`src/rtl/scan_port_pkg.sv`:
```
package scan_port_pkg;

  localparam int ID_W = 32;

  typedef enum logic [3:0] {
    ST_TLR, ST_RTI,
    ST_SEL_DR, ST_CAP_DR, ST_SH_DR, ST_EX1_DR, ST_PA_DR, ST_EX2_DR, ST_UP_DR,
    ST_SEL_IR, ST_CAP_IR, ST_SH_IR, ST_EX1_IR, ST_PA_IR, ST_EX2_IR, ST_UP_IR
  } tapState_e;

  typedef struct packed {
    logic resetTl;
    logic captureDr;
    logic shiftDr;
    logic updateDr;
    logic captureIr;
    logic shiftIr;
    logic updateIr;
  } tapCtl_t;

  typedef enum logic [1:0] {SEL_BYPASS, SEL_ID, SEL_CHAIN} drSel_e;

endpackage

```
`src/rtl/scan_port_fsm.sv`:
```
module scan_port_fsm
  import scan_port_pkg::*;
(
  input  logic    tck,
  input  logic    porN,
  input  logic    tms,
  output tapCtl_t ctl
);

  tapState_e state, nextState;

  always_comb begin
    nextState = state;
    case (state)
      ST_TLR:    nextState = tms ? ST_TLR    : ST_RTI;
      ST_RTI:    nextState = tms ? ST_SEL_DR : ST_RTI;
      ST_SEL_DR: nextState = tms ? ST_SEL_IR : ST_CAP_DR;
      ST_CAP_DR: nextState = tms ? ST_EX1_DR : ST_SH_DR;
      ST_SH_DR:  nextState = tms ? ST_EX1_DR : ST_SH_DR;
      ST_EX1_DR: nextState = tms ? ST_UP_DR  : ST_PA_DR;
      ST_PA_DR:  nextState = tms ? ST_EX2_DR : ST_PA_DR;
      ST_EX2_DR: nextState = tms ? ST_UP_DR  : ST_SH_DR;
      ST_UP_DR:  nextState = tms ? ST_SEL_DR : ST_RTI;
      ST_SEL_IR: nextState = tms ? ST_TLR    : ST_CAP_IR;
      ST_CAP_IR: nextState = tms ? ST_EX1_IR : ST_SH_IR;
      ST_SH_IR:  nextState = tms ? ST_EX1_IR : ST_SH_IR;
      ST_EX1_IR: nextState = tms ? ST_UP_IR  : ST_PA_IR;
      ST_PA_IR:  nextState = tms ? ST_EX2_IR : ST_PA_IR;
      ST_EX2_IR: nextState = tms ? ST_UP_IR  : ST_SH_IR;
      ST_UP_IR:  nextState = tms ? ST_SEL_DR : ST_RTI;
      default:   nextState = ST_TLR;
    endcase
  end

  always_ff @(posedge tck or negedge porN) begin
    if (!porN) state <= ST_TLR;
    else       state <= nextState;
  end

  always_comb begin
    ctl.resetTl   = (state == ST_TLR);
    ctl.captureDr = (state == ST_CAP_DR);
    ctl.shiftDr   = (state == ST_SH_DR);
    ctl.updateDr  = (state == ST_UP_DR);
    ctl.captureIr = (state == ST_CAP_IR);
    ctl.shiftIr   = (state == ST_SH_IR);
    ctl.updateIr  = (state == ST_UP_IR);
  end

endmodule

```
`src/rtl/scan_port_regs.sv`:
```
module scan_port_regs
  import scan_port_pkg::*;
#(
  parameter int                IR_W      = 4,
  parameter logic [ID_W-1:0]   ID_VALUE  = 32'h149A_703F,
  parameter logic [IR_W-1:0]   OP_EXTEST = '0,
  parameter logic [IR_W-1:0]   OP_SAMPLE = IR_W'(1),
  parameter logic [IR_W-1:0]   OP_IDCODE = IR_W'(2),
  parameter logic [IR_W-1:0]   OP_HIGHZ  = IR_W'(3)
)(
  input  logic            tck,
  input  logic            porN,
  input  logic            tdi,
  input  tapCtl_t         ctl,
  input  logic            bsReturn,
  output logic            tdo,
  output logic            tdoOe,
  output logic [IR_W-1:0] irActive,
  output logic            bsCapture,
  output logic            bsShift,
  output logic            bsUpdate,
  output logic            bsDrive,
  output logic            outDisable
);

  localparam logic [IR_W-1:0] IR_CAPTURE = IR_W'(2'b01);

  logic [IR_W-1:0] irShift;
  logic [ID_W-1:0] idShift;
  logic            bypassBit;
  drSel_e          drSel;

  always_comb begin
    if (irActive == OP_IDCODE)
      drSel = SEL_ID;
    else if (irActive == OP_SAMPLE || irActive == OP_EXTEST)
      drSel = SEL_CHAIN;
    else
      drSel = SEL_BYPASS;
  end

  assign bsCapture  = ctl.captureDr && (drSel == SEL_CHAIN);
  assign bsShift    = ctl.shiftDr   && (drSel == SEL_CHAIN);
  assign bsUpdate   = ctl.updateDr  && (drSel == SEL_CHAIN);
  assign bsDrive    = (irActive == OP_EXTEST);
  assign outDisable = (irActive == OP_HIGHZ);

  // Capture and shift act on the rising edge
  always_ff @(posedge tck or negedge porN) begin
    if (!porN) begin
      irShift   <= IR_CAPTURE;
      idShift   <= '0;
      bypassBit <= 1'b0;
    end else begin
      if (ctl.captureIr)    irShift <= IR_CAPTURE;
      else if (ctl.shiftIr) irShift <= {tdi, irShift[IR_W-1:1]};

      if (ctl.captureDr) begin
        bypassBit <= 1'b0;
        if (drSel == SEL_ID) idShift <= ID_VALUE;
      end else if (ctl.shiftDr) begin
        bypassBit <= tdi;
        if (drSel == SEL_ID) idShift <= {tdi, idShift[ID_W-1:1]};
      end
    end
  end

  // Instruction update and serial output act on the falling edge
  always_ff @(negedge tck or negedge porN) begin
    if (!porN) begin
      irActive <= OP_IDCODE;
      tdo      <= 1'b0;
      tdoOe    <= 1'b0;
    end else begin
      if (ctl.resetTl)       irActive <= OP_IDCODE;
      else if (ctl.updateIr) irActive <= irShift;

      tdoOe <= ctl.shiftDr || ctl.shiftIr;
      if (ctl.shiftIr)
        tdo <= irShift[0];
      else if (ctl.shiftDr) begin
        case (drSel)
          SEL_ID:    tdo <= idShift[0];
          SEL_CHAIN: tdo <= bsReturn;
          default:   tdo <= bypassBit;
        endcase
      end
    end
  end

endmodule

```
`src/rtl/scan_port_top.sv`:
```
module scan_port_top
  import scan_port_pkg::*;
#(
  parameter int              IR_W      = 4,
  parameter logic [ID_W-1:0] ID_VALUE  = 32'h149A_703F,
  parameter logic [IR_W-1:0] OP_EXTEST = '0,
  parameter logic [IR_W-1:0] OP_SAMPLE = IR_W'(1),
  parameter logic [IR_W-1:0] OP_IDCODE = IR_W'(2),
  parameter logic [IR_W-1:0] OP_HIGHZ  = IR_W'(3)
)(
  input  logic tck,
  input  logic porN,
  input  logic tms,
  input  logic tdi,
  output logic tdo,
  output logic tdoOe,
  input  logic bsReturn,
  output logic bsCapture,
  output logic bsShift,
  output logic bsUpdate,
  output logic bsDrive,
  output logic outDisable
);

  tapCtl_t         ctl;
  logic [IR_W-1:0] irActive;

  scan_port_fsm u_fsm (
    .tck  (tck),
    .porN (porN),
    .tms  (tms),
    .ctl  (ctl)
  );

  scan_port_regs #(
    .IR_W      (IR_W),
    .ID_VALUE  (ID_VALUE),
    .OP_EXTEST (OP_EXTEST),
    .OP_SAMPLE (OP_SAMPLE),
    .OP_IDCODE (OP_IDCODE),
    .OP_HIGHZ  (OP_HIGHZ)
  ) u_regs (
    .tck        (tck),
    .porN       (porN),
    .tdi        (tdi),
    .ctl        (ctl),
    .bsReturn   (bsReturn),
    .tdo        (tdo),
    .tdoOe      (tdoOe),
    .irActive   (irActive),
    .bsCapture  (bsCapture),
    .bsShift    (bsShift),
    .bsUpdate   (bsUpdate),
    .bsDrive    (bsDrive),
    .outDisable (outDisable)
  );

endmodule

```
`config.mk`:
```
export PLATFORM = sky130hd
export DESIGN_NAME = scan_port_top
export DESIGN_NICKNAME = d
export VERILOG_FILES = /design/src/rtl/scan_port_pkg.sv /design/src/rtl/scan_port_fsm.sv /design/src/rtl/scan_port_regs.sv /design/src/rtl/scan_port_top.sv
export SDC_FILE = /design/constraint.sdc
export NUM_CORES = 1
export LEC_CHECK = 0
export BUFFER_PORTS_ARGS = -buffer_cell sky130_fd_sc_hd__clkbuf_2
export CAP_MARGIN = 20
export CORE_MARGIN = 1.5
export CORE_UTILIZATION = 63
export CTS_BUF_LIST = sky130_fd_sc_hd__clkbuf_2 sky130_fd_sc_hd__clkbuf_4 sky130_fd_sc_hd__clkbuf_8
export DETAILED_ROUTE_END_ITERATION = 6
export PLACE_DENSITY = 0.82
export SLEW_MARGIN = 15
export SYNTH_ARGS = -nofsm -noshare
export SYNTH_HDL_FRONTEND = slang
export SYNTH_SLANG_ARGS = --single-unit
```
`constraint.sdc`:
```
create_clock -name tck -period 2 [get_ports tck]
set_input_delay 0.1 -clock tck [delete_from_list [all_inputs] [get_ports tck]]
set_output_delay 0.1 -clock tck [all_outputs]
set_load 0.03 [all_outputs]
```
=== Word level (Yosys, flattened, before mapping) ===
Cells that the tools add are included.

* Register bits after elaboration: 47
* Input port bits: 5
* Output and inout bits: 7
* Word-level logic and storage cells: 72

* Equal/unequal tests: 22
* Multiplexer cells: 28
* Reduce and logical (&&, ||, !) cells: 15

{| class="wikitable"
|+ Operator list
! kind !! count
|-
| two-way mux 32 bit || 4
|-
| case mux 4 bit (12 select lines) || 1
|-
| == test 4 bit, second input constant || 8
|-
| two-way mux 4 bit || 8
|-
| == test 4 x 2 -> 1 bit, second input constant || 4
|-
| == test 4 x 3 -> 1 bit, second input constant || 4
|-
| two-way mux 2 bit || 5
|-
| == test 4 x 1 -> 1 bit, second input constant || 2
|-
| zero test 4 bit || 2
|-
| nonzero test 2 bit || 4
|-
| two-way mux 1 bit || 7
|-
| two-way mux 3 bit || 2
|-
| inequality test 2 bit, second input constant || 2
|-
| OR reduction 2 bit || 2
|-
| logical AND 1 bit || 3
|-
| AND reduction 3 bit || 1
|-
| OR reduction 3 bit || 1
|-
| == test 2 x 1 -> 1 bit, second input constant || 1
|-
| == test 2 bit, second input constant || 1
|-
| logical OR 1 bit || 2
|-
| case mux 1 bit (2 select lines) || 1
|}

=== Depth between registers and ports, before layout ===
Gate-level depths: netlist of run 1.

* Depth after elaboration: 8
* Depth in mapped cells: 6

=== Modules after synthesis ===
A second synthesis of run 1 with hierarchy kept.

* Cell total of the unflattened synthesis: 172
* Area total of the unflattened synthesis: 2047.0 sq um

{| class="wikitable"
|+ Modules (own cells, without submodules)
! module !! times used !! cells an instance !! area each (sq um) !! sequential area each (sq um)
|-
| scan_port_regs || 1 || 126 || 1706.6 || 1078.5
|-
| scan_port_fsm || 1 || 46 || 340.3 || 100.1
|}

==> results of run 1 <==
## Yosys cell counts (all sizes together), types with 2 or more instances
cell and instances:
or2 3, nor2b 3, dfstp 2, o21ai 23, nor2 12, nor3 2
a221oi 2, and3 2, a211oi 2, a21oi 9, dfrtn 5, inv 7
o22ai 5, nand2 76, nand3 17, buf 10, dfrtp 40, clkbuf 8
nand2b 3, or3 2, and2 2
## power breakdown
part	total, mW	internal (mW)	switching, mW
logic	2.55	1.14	1.42
registers	1.62	1.32	0.300
clock network	0.471	0.151	0.320
## worst min-delay path by stage
stage	from	end	cells past startpoint
4_1_cts	tms	u_fsm.state[0]	2
3_3_place_gp	porN	u_regs.irShift[1]	1
3_5_place_dp	porN	u_regs.irShift[3]	1
6_report	tms	u_fsm.state[2]	3
5_1_grt	tms	u_fsm.state[0]	2
2_1_floorplan	porN	u_fsm.state[0]	0
## area by class of cell
class	count	area (um2)	share of cell area, %
flip-flops and latches	47	1181	39.40
clock inverters	3	16.27	0.5426
inverters	6	27.53	0.9182
clock buffers	6	45.04	1.503
well taps	46	57.56	1.920
repair buffers	57	538.0	17.95
multi-input cells	178	1132	37.77
## state kept, by name, summed over array words and instances (netlist names)
| name | count |
|---|---|
| u_regs.idShift | 32 |
| u_regs.irActive | 4 |
| u_regs.tdo | 1 |
| u_regs.irShift | 4 |
| u_regs.tdoOe | 1 |
| u_regs.bypassBit | 1 |
| u_fsm.state | 4 |
## kinds of logic after synthesis
group                  count (synthesis)
XOR/XNOR                               1
flip-flops                            47
buffers and inverters                 25
AND/OR/NAND/NOR                      127
AO/OA/AOI/OAI                         49
## stage by stage
stage	utilization [%]	cell area (um2)
after floorplan	-	2341
after global placement	74.81	2516
after detailed placement	74.81	2516
after CTS	83.33	2803
after global routing	89.14	2998
final	89.14	2998
## metal layers
metal  wire (um)  part of all wire, %  vias to the layer above  track usage [%]
met5           0                    0                        -                0
met4         388                  5.6                        0            18.33
met1        2478                   36                     1034            39.21
li1            -                    -                      939                -
met2        3631                   52                      100            57.07
met3         448                  6.4                       33            7.065
## timing repair
action                                  CTS  global route
setup buffers                             4             8
pin swaps                                 5            31
gates cloned                              1             4
endpoints found under the hold margin     7             0
gates resized for setup                  43            44
hold buffers                              2             0
endpoints found under the setup margin   45            45
## tightest hold or removal path: cells and delay by family
kind,cells,cell delay (ps)
buffers and inverters,1,180
AO/OA/AOI/OAI,1,80
AND/OR/NAND/NOR,1,90
==> impl_metrics.ini, run 1 <==
[synthesis]
synth_enable_flop_cells = 0
synthAdderAreaFrac_pct = 0
syn-cell-area_um2 = 2211
yosysTopAreaCellShare_pct = 45.27
synth_top_family_by_area = simple AND/OR/NAND/NOR gates
synth-warning-count = 0
ys.flop_type = dfrtp_1
syn-num-nets = 254
async_flop_share_pct = 100.0
seq_area_frac_synth_pct = 53.31
syn_inst = 249
yosys-top-cells-area = dfrtp_1, nand2_1, dfrtn_1
synth-compound-area-share_pct = 13.81
synth_top_area_cell = dfrtp_1
synth_cell_type_count = 40
synthSimpleGateAreaFrac_pct = 25.58
synth-xor-area-share_pct = 0.3962
syn_avg_cell_area_um2 = 8.879
synth-seq-cells = 47
synthMuxAreaShare_pct = 0

[clock_network]
numClockSinks = 47
htreeDepth = 2
clkTransAtPathRegs_ps = 140
clk_latency_ps = 450
numCtsBuffers = 5
root_buffer = clkbuf_4
cts_tree = yes
clock_path_buffers = 2

[timing]
relSlewSlack_pct = 68.46
fin_tns_setup_ps = -33530
finalMaxSlewViolations = 0
post-route-worst-setup-slack_ps = -932.7
tightestPinTransition_ps = 473.1
setup_violations = 45
skew_ps = 105.6
whs_ps = 125.9
rsz0062_at_grt = yes
finalHoldViolations = 0

[drt]
drc = 0
viasPerCell = 6.140
vias = 2106
drt-pass1-iter-count = 4
avgRoutedWirePerCell_um = 20.25
ant_nets = 0
dr.first_iter.drc_count = 265
wirelength_um = 6946

[setup_path]
r2r_end = u_regs.idShift[25]
crit_path_end_kind = flip-flop
crit_family = simple AND/OR/NAND/NOR gates
endpoint = u_regs.idShift[25]
crit_fanout = 7
required_ps = 2310
slowest_delay_ps = 550
critPathLaunchType = flip-flop
reg2regPathDepth = 6
r2r_setup_slack_ps = -930
critPathSlowestCell = dfstp_2
path_cells = or4b_4 > a211oi_4 > buf_6 > buf_6 > nand3_1 > nand2_1
path_depth = 6
crit_path_start = u_regs.irActive[1]
rr_startpoint = u_regs.irActive[1]
crit_type = flip-flop to flip-flop
cp_num_buf_inv = 2
critical_path_arrival_ps = 3250
critPathMostFrequentCell = buf_6

[floorplan]
start_util_pct = 65.74
placementRows = 21
dieArea_um2 = 3874
pin_count = 12
die_h_um = 62.24
die_w_um = 62.24
core_region_area_um2 = 3363

[final_layout]
syn_to_final_growth_pct = 35.60
layout.cells.most_common_list = nand2_1, dfrtp_1, buf_4, buf_6, o21ai_0
drive_gt1_share_pct = 38.38
fillers = 149
layout_commonest_cell = nand2_1
antennaDiodeCount = 0
finish.net_count = 301
stdcell_count = 343

[power_and_ir_drop]
peakVddDrop_mv = 0.9486
p_leak_nw = 1.421
power_density_nw_per_um2 = 1551
total_power_mw = 4.649

[outcome]
failed_checks = setup timing
status = complete, but fails checks

[placement]
gp_congestion = 0.8512
place.detailed.hpwl_um = 3203
dp_slack_ps = -743.2
dp.cells = 317
io_buffer_count = 11

[run]
max_cap_violations = 0

[global_routing]
grt_pass1_vias = 2018
antenna_found_initial = 0
grt_pass1_wl_um = 9887
gr-total-overflow = 0
grt_max_degree = 38
track_usage_pct = 33.31

[min_path]
hp-class = input port to flip-flop
(Power assumes the default switching activity.)
==> run 2: changes to the inputs <==
- BUFFER_PORTS_ARGS: -buffer_cell sky130_fd_sc_hd__clkbuf_2 -> -buffer_cell sky130_fd_sc_hd__buf_2
- SLEW_MARGIN: 15 -> default
- TNS_END_PERCENT: default -> 20
==> impl_metrics.ini, run 2 (same netlist as run 1, synthesis figures left out) <==
[final_layout]
final_util_pct = 82.55
syn_to_final_growth_pct = 25.58
stdcell_count = 333
antennaDiodeCount = 0
largest_register_ffs = 32
finish.net_count = 291
drive_gt1_share_pct = 33.10
regMostFlops = u_regs.idShift
layout.cells.most_common_list = nand2_1, dfrtp_1, buf_4, buf_6
layout_commonest_cell = nand2_1

[clock_network]
htreeDepth = 2
clkTransAtPathRegs_ps = 140
clock_path_buffers = 2
root_buffer = clkbuf_4
numCtsBuffers = 5
numClockSinks = 47
clk_latency_ps = 420
cts_tree = yes

[power_and_ir_drop]
power_density_nw_per_um2 = 1535
peakVddDrop_mv = 0.9968
total_power_mw = 4.261
p_leak_nw = 1.348

[drt]
drc = 0
ant_nets = 0
drt-pass1-iter-count = 5
vias = 1964
viasPerCell = 5.898
wirelength_um = 5727
avgRoutedWirePerCell_um = 17.20
dr.first_iter.drc_count = 205

[floorplan]
dieArea_um2 = 3874
die_h_um = 62.24
core_region_area_um2 = 3363
pin_count = 12
start_util_pct = 65.74
die_w_um = 62.24
placementRows = 21

[setup_path]
critPathLaunchType = flip-flop
critical_path_arrival_ps = 3150
path_cells = or4b_4 > buf_4 > a211o_4 > nand2_1 > nand2_1
r2r_end = u_regs.idShift[24]
required_ps = 2270
crit_type = flip-flop to flip-flop
critPathSlowestCell = dfstp_2
critPathMostFrequentCell = nand2_1
slowest_delay_ps = 520
r2r_setup_slack_ps = -880
reg2regPathDepth = 5
rr_startpoint = u_regs.irActive[1]
crit_family = simple AND/OR/NAND/NOR gates
cp_num_buf_inv = 1
crit_path_end_kind = flip-flop
crit_fanout = 15

[outcome]
failed_checks = setup timing
status = complete, but fails checks

[timing]
relSlewSlack_pct = 70.85
finalMaxSlewViolations = 0
whs_ps = 67.54
setup_violations = 45
fin_tns_setup_ps = -30650
rsz0062_at_grt = yes
post-route-worst-setup-slack_ps = -882.2
skew_ps = 69.08
finalHoldViolations = 0
tightestPinTransition_ps = 437.3

[min_path]
hp-class = input port to flip-flop
worstHoldEndpoint = u_fsm.state[0]
hp-start = tms
hold_depth = 2

[global_routing]
track_usage_pct = 28.36
grt_pass1_wl_um = 8590
gr-total-overflow = 0
antenna_found_initial = 0
grt_pass1_vias = 1926
grt_max_degree = 35

[placement]
place.detailed.hpwl_um = 3144
io_buffer_count = 11
dp.cells = 316
gp_congestion = 0.8007

[run]
max_cap_violations = 0
==> run 2: cell types whose count changed in the layout (fill, tap and decap cells not counted), moves of 4 or more <==
cell and change:
buf_2 +4, buf_8 -7, clkbuf_2 -4, o21ai_0 -4, o21ai_1 +7
==> run 2: report_power, final <==
group | switching [mW] | internal (mW) | total (mW)
registers | 0.284 | 1.32 | 1.61
logic | 1.20 | 0.955 | 2.16
clock network | 0.320 | 0.176 | 0.496
total | 1.81 | 2.45 | 4.26
==> run 2: worst max path at each step <==
stage                  startpoint                 end  slack, ps  cells after the start
2_1_floorplan  u_regs.irActive[1]  u_regs.idShift[12]       -670                      5
3_3_place_gp   u_regs.irActive[1]  u_regs.idShift[31]       -710                      4
3_5_place_dp   u_regs.irActive[1]  u_regs.idShift[31]       -750                      4
4_1_cts        u_regs.irActive[1]  u_regs.idShift[23]       -770                      5
5_1_grt        u_regs.irActive[1]  u_regs.idShift[24]       -910                      5
6_report       u_regs.irActive[1]  u_regs.idShift[24]       -880                      5
==> run 2: area by class of cell <==
type,count,area (um2)
flip-flops and latches,47,1181
multi-input cells,179,1051
fillers,208,586.8
repair buffers,46,392.9
well taps,46,57.56
clock buffers,6,51.30
inverters,6,22.52
clock inverters,3,20.02
==> run 2: metal layers <==
| metal | global-route usage, % | up-vias | share of wire (%) | wire (um) |
|---|---|---|---|---|
| met5 | 0 | - | 0 | 0 |
| met4 | 13.89 | 0 | 3.9 | 222 |
| met3 | 5.254 | 24 | 6.0 | 346 |
| met2 | 48.78 | 83 | 50 | 2874 |
| met1 | 34.53 | 941 | 40 | 2283 |
| li1 | - | 916 | - | - |
==> run 2: what timing repair did <==
action,in CTS,in global routing
hold endpoints to repair,9,0
resized for setup,33,40
cloned,2,2
buffers inserted,0,3
hold buffers,2,0
endpoints found under the setup margin,45,45
pin swaps,5,31
==> run 2: metrics by stage <==
step	setup WS [ps]	area, um2
after floorplan	-671.9	2218
after global placement	-710.1	2415
after detailed placement	-748.2	2415
after CTS	-768.1	2621
after global routing	-914.2	2776
final	-882.2	2776
